<file path="src/rtl/sb_ctrl.sv">
module sb_ctrl #(
  parameter int NUM_REGS  = 32,
  parameter int MUL_UNITS = 2,
  localparam int NF = MUL_UNITS + 3,
  localparam int RW = $clog2(NUM_REGS),
  localparam int UW = $clog2(NF)
) (
  input  logic          clk,
  input  logic          rst_n,
  input  logic          in_valid,
  output logic          in_ready,
  input  logic [1:0]    in_class,
  input  logic [RW-1:0] in_dst,
  input  logic [RW-1:0] in_src1,
  input  logic [RW-1:0] in_src2,
  output logic [NF-1:0] issue_unit,
  output logic [NF-1:0] rd_grant,
  input  logic [NF-1:0] ex_done,
  output logic [NF-1:0] wb_grant
);

  typedef enum logic [1:0] {IDLE, WAIT, EXEC, DONE} phase_t;

  phase_t        ph [NF];
  logic [RW-1:0] fi [NF];
  logic [RW-1:0] fj [NF];
  logic [RW-1:0] fk [NF];
  logic [UW-1:0] qj [NF];
  logic [UW-1:0] qk [NF];
  logic [NF-1:0] qj_v, qk_v, rj, rk;

  logic [NUM_REGS-1:0] rs_v;
  logic [UW-1:0]       rs_fu [NUM_REGS];

  logic          found, wb_any, issue, pj, pk;
  logic [UW-1:0] iu, wb_idx;
  logic [NF-1:0] war_ok;

  function automatic logic [1:0] cls_of(int u);
    if (u == 0) return 2'd0;
    else if (u <= MUL_UNITS) return 2'd1;
    else if (u == MUL_UNITS + 1) return 2'd2;
    else return 2'd3;
  endfunction

  always_comb begin
    found = 1'b0;
    iu = '0;
    for (int u = 0; u < NF; u++)
      if (!found && ph[u] == IDLE && cls_of(u) == in_class) begin
        found = 1'b1;
        iu = UW'(u);
      end
  end

  assign in_ready   = found && !rs_v[in_dst];
  assign issue      = in_valid && in_ready;
  assign issue_unit = issue ? (NF'(1) << iu) : '0;

  always_comb
    for (int u = 0; u < NF; u++)
      rd_grant[u] = (ph[u] == WAIT) && rj[u] && rk[u];

  always_comb begin
    for (int u = 0; u < NF; u++) begin
      war_ok[u] = (ph[u] == DONE);
      for (int v = 0; v < NF; v++)
        if (v != u && ph[v] == WAIT &&
            ((fj[v] == fi[u] && rj[v]) || (fk[v] == fi[u] && rk[v])))
          war_ok[u] = 1'b0;
    end
    wb_any = 1'b0;
    wb_idx = '0;
    for (int u = 0; u < NF; u++)
      if (!wb_any && war_ok[u]) begin
        wb_any = 1'b1;
        wb_idx = UW'(u);
      end
  end

  assign wb_grant = wb_any ? (NF'(1) << wb_idx) : '0;
  assign pj = rs_v[in_src1] && !(wb_any && rs_fu[in_src1] == wb_idx);
  assign pk = rs_v[in_src2] && !(wb_any && rs_fu[in_src2] == wb_idx);

  always_ff @(posedge clk) begin
    if (!rst_n) begin
      rs_v <= '0;
      qj_v <= '0;
      qk_v <= '0;
      rj   <= '0;
      rk   <= '0;
      for (int u = 0; u < NF; u++) ph[u] <= IDLE;
    end else begin
      for (int u = 0; u < NF; u++) begin
        case (ph[u])
          WAIT: if (rj[u] && rk[u]) begin
            ph[u] <= EXEC;
            rj[u] <= 1'b0;
            rk[u] <= 1'b0;
          end
          EXEC: if (ex_done[u]) ph[u] <= DONE;
          DONE: if (wb_any && wb_idx == UW'(u)) ph[u] <= IDLE;
          default: ;
        endcase
        if (wb_any && ph[u] == WAIT && qj_v[u] && qj[u] == wb_idx) begin
          rj[u]   <= 1'b1;
          qj_v[u] <= 1'b0;
        end
        if (wb_any && ph[u] == WAIT && qk_v[u] && qk[u] == wb_idx) begin
          rk[u]   <= 1'b1;
          qk_v[u] <= 1'b0;
        end
      end
      if (wb_any) rs_v[fi[wb_idx]] <= 1'b0;
      if (issue) begin
        ph[iu]   <= WAIT;
        fi[iu]   <= in_dst;
        fj[iu]   <= in_src1;
        fk[iu]   <= in_src2;
        qj[iu]   <= rs_fu[in_src1];
        qk[iu]   <= rs_fu[in_src2];
        qj_v[iu] <= pj;
        qk_v[iu] <= pk;
        rj[iu]   <= !pj;
        rk[iu]   <= !pk;
        rs_v[in_dst]  <= 1'b1;
        rs_fu[in_dst] <= iu;
      end
    end
  end

endmodule

</file>
<file path="config.mk">
export PLATFORM = sky130hd
export DESIGN_NAME = sb_ctrl
export DESIGN_NICKNAME = d
export VERILOG_FILES = /design/src/rtl/sb_ctrl.sv
export SDC_FILE = /design/constraint.sdc
export NUM_CORES = 1
export LEC_CHECK = 0
export BUFFER_PORTS_ARGS = -buffer_cell sky130_fd_sc_hd__buf_2
export CELL_PAD_IN_SITES_DETAIL_PLACEMENT = 1
export CELL_PAD_IN_SITES_GLOBAL_PLACEMENT = 1
export CORE_ASPECT_RATIO = 1.5
export CORE_MARGIN = 1.5
export CORE_UTILIZATION = 35
export CTS_CLUSTER_SIZE = 16
export DETAILED_ROUTE_END_ITERATION = 8
export HOLD_SLACK_MARGIN = 0.1
export PLACE_DENSITY_LB_ADDON = 0.1
export SLEW_MARGIN = 20
export SYNTH_ARGS = -nofsm -noshare
export SYNTH_HDL_FRONTEND = slang
export SYNTH_SLANG_ARGS = --single-unit
</file>
<file path="constraint.sdc">
create_clock -name clk -period 11.9 [get_ports clk]
set_input_delay 0 -clock clk [delete_from_list [all_inputs] [get_ports clk]]
set_output_delay 0 -clock clk [all_outputs]
set_load 0.005 [all_outputs]
</file>
==> out/qor.txt <==
Num CTS Buffers = 28
Drt wl/cell = 30.0 µm
Total grt overflow = 0
Die H = 254 µm
Critical Path RT = 12.32 ns
Area share of the largest cell type after synthesis = 41.0%
Worst Hold Class = input port to flip-flop
First-pass GRT wire length = 76200 µm
CP arrival = 4.95 ns
Initial DRC count = 630
HPWL Detailed = 36800 µm
H-tree lvl count = 1
Switch Pwr = 497 µW
Chip width = 170 µm
Maxcap violations = 0
Max Fanout on Critical Path = 11
Syn Inst Count = 1170
Int Power = 1.65 mW
CTS clk-pin slew, worst paths = 0.06 ns
Distinct cells, synth = 76
Initial core utilization = 35.6%
Post-synth EDFFs = 201
Final Cycle Share = 38.1%
Crit start category = flip-flop
R2R setup slack = 7.37 ns
IO Count = 41
Clk root buf = clkbuf_16
Sw Share = 23.1%
Clk buf depth = 3
FF+latch count, synth = 263
Initial antenna violation count = 1
CTS tree = yes
Peak VDD IR = 0.112 mV
Fmax = 0.221 GHz
Clk pwr share = 44.9%
Area delta synth->final = 12.2%
Die area = 0.0433 mm²
Comb pwr share = 7.4%
Max transition margin = 30.6%
Leak pwr = 5.20 nW
Syn Area/Cell = 12.6 µm²
Worst-Margin Slew = 1.04 ns
CP endpoint kind = flip-flop
Share of cells above drive strength 1 = 19.3%
Final Max Slew Viols = 0
Final min period = 4.53 ns
Via count = 10046
Setup ws final = 7.37 ns
ANT cells = 0
Top cells by area, synth = edfxtp_1 41%, mux4_2 14%, xnor2_1 11%, dfxtp_1 8.4%, xor2_1 3.0%
Total Negative Setup Slacks = 0 ns
Most common cell in the synthesized netlist = edfxtp_1
RSZ-0062 raised after global routing = false
Pwr/cell area = 130 mW/mm²
Synth cell count leaders = 201 x edfxtp_1, 179 x xnor2_1, 89 x mux4_2, 63 x nand2_1, 62 x dfxtp_1
Layout fillers = 4318
Place WS = 7.29 ns
DRC = 0
Yosys synthesis warning count = 0
Dominant cell type by area after synthesis = edfxtp_1
Clock sinks = 263
# nets final = 1200
Vias in the first global route = 10804
ANT nets after route = 0
First-pass detailed-route iteration total = 5
Mapped Nets = 1195
Core ar. = 0.0413 mm²
WL final = 52700 µm
Hold Fails Final Rpt = 0
Clk_skew = 0.0139 ns
Post-synthesis sequential area ratio = 49.5%
Setup Crit Path Kind = flip-flop to flip-flop
Asr flop ratio synth = 0%
Ys flop type = edfxtp_1
Cell Rows = 91
Resize count post-CTS = 0
GR Util All Layers = 25.0%
Pin count of the biggest net entering global routing = 52
Placer Congestion = 0.875
Cell area after synthesis = 0.0147 mm²
Clock latency on the worst-skew pair = 0.56 ns
Vias per cell = 5.72
Setup-failing EPs final = 0
Status = finished, final reports clean
Port-buffer cells = 40
Flop pwr share = 47.7%
==> routing by layer <==
metal  track usage [%]  part of all wire (%)  up-vias
li1                  -                     -     4421
met1              27.9                    38     5288
met3              2.53                   3.1      105
met2              46.2                    53      232
met5                 0                     0        -
met4              14.0                   5.8        0
==> area by class of cell <==
cell class / instances / area (µm²) / share of cell area, %
Inverter: 25 / 93.8 / 0.569
Clock buffer: 41 / 791 / 4.79
Sequential cell: 263 / 7280 / 44.1
Timing Repair Buffer: 74 / 505 / 3.06
Multi-Input combinational cell: 783 / 6940 / 42.0
Clock inverter: 11 / 204 / 1.24
Tap cell: 558 / 698 / 4.23
==> kinds of logic after synthesis <==
| logic type | share of synthesized area [%] |
|---|---|
| simple gates | 10.7 |
| flops | 49.5 |
| xor+xnor | 13.7 |
| compound gates | 7.89 |
| buf+inv | 3.71 |
| mux | 14.6 |
==> through the flow <==
stage | cells | hold slack (ns) | total power, mW | instance area (µm²) | utilization [%]
after CTS | 1755 | 0.106 | 2.17 | 16500 | 39.9
final | 1755 | 0.113 | 2.15 | 16500 | 39.9
after global placement | 1683 | 0.364 | 1.20 | 15300 | 37.0
after floorplan | 1170 | 0.0989 | 1.13 | 14700 | -
after detailed placement | 1683 | 0.376 | 1.20 | 15300 | 37.0
after global routing | 1755 | 0.124 | 2.21 | 16500 | 39.9
==> sequential cells by signal, summed over array words and instances (netlist names), 10 cells and up <==
name	count
fi	25
rs_fu	96
fk	25
ph	10
qj	15
qk	15
rs_v	32
fj	25
==> cells in the final DEF (no fill, tap or decap), drive strengths merged, types with 23 or more instances in the layout <==
cell type,Yosys,final
a21oi,23,23
buf,42,54
clkbuf,57,41
dfxtp,62,62
edfxtp,201,201
inv,25,25
mux4,89,89
nand2,68,68
nand3,30,30
nand4,36,36
nor2,60,60
nor3,23,23
o211ai,25,25
o21ai,35,35
xnor2,179,179
xor2,51,51
==> final timing paths <==
kind | cells past startpoint | to | from
hold / removal | 4 | qk_v[1] | rst_n
setup / recovery | 12 | rs_v[24] | fi[1][1]
setup reg to reg | 12 | rs_v[24] | fi[1][1]
hold reg to reg | 2 | qk_v[2] | qk_v[2]
==> power groups by stage <==
stage	registers (mW)	clock network, mW	logic (mW)
3_3_place_gp	1.04	0	0.157
6_report	1.02	0.966	0.160
2_1_floorplan	1.03	0	0.100
4_1_cts	1.02	0.987	0.163
5_1_grt	1.03	1.02	0.172
3_5_place_dp	1.04	0	0.158
==> critical path, cell delays in order (launching register included) <==
cell      delay (ns)
edfxtp_1        0.87
xnor2_1         0.13
nand4_1         0.18
o311ai_1        0.16
nor4_4          0.55
nand2_2         0.25
nand2_1         0.22
or2_1           0.40
inv_2           0.25
and2_1          0.25
or4b_1          0.70
o311ai_1        0.31
o21ai_1         0.10
==> what timing repair did <==
| action | in CTS | in global routing |
|---|---|---|
| hold buffers | 20 | 0 |
| hold endpoints to repair | 69 | 0 |
| setup buffers | 0 | 0 |
(Power assumes the default switching activity.)
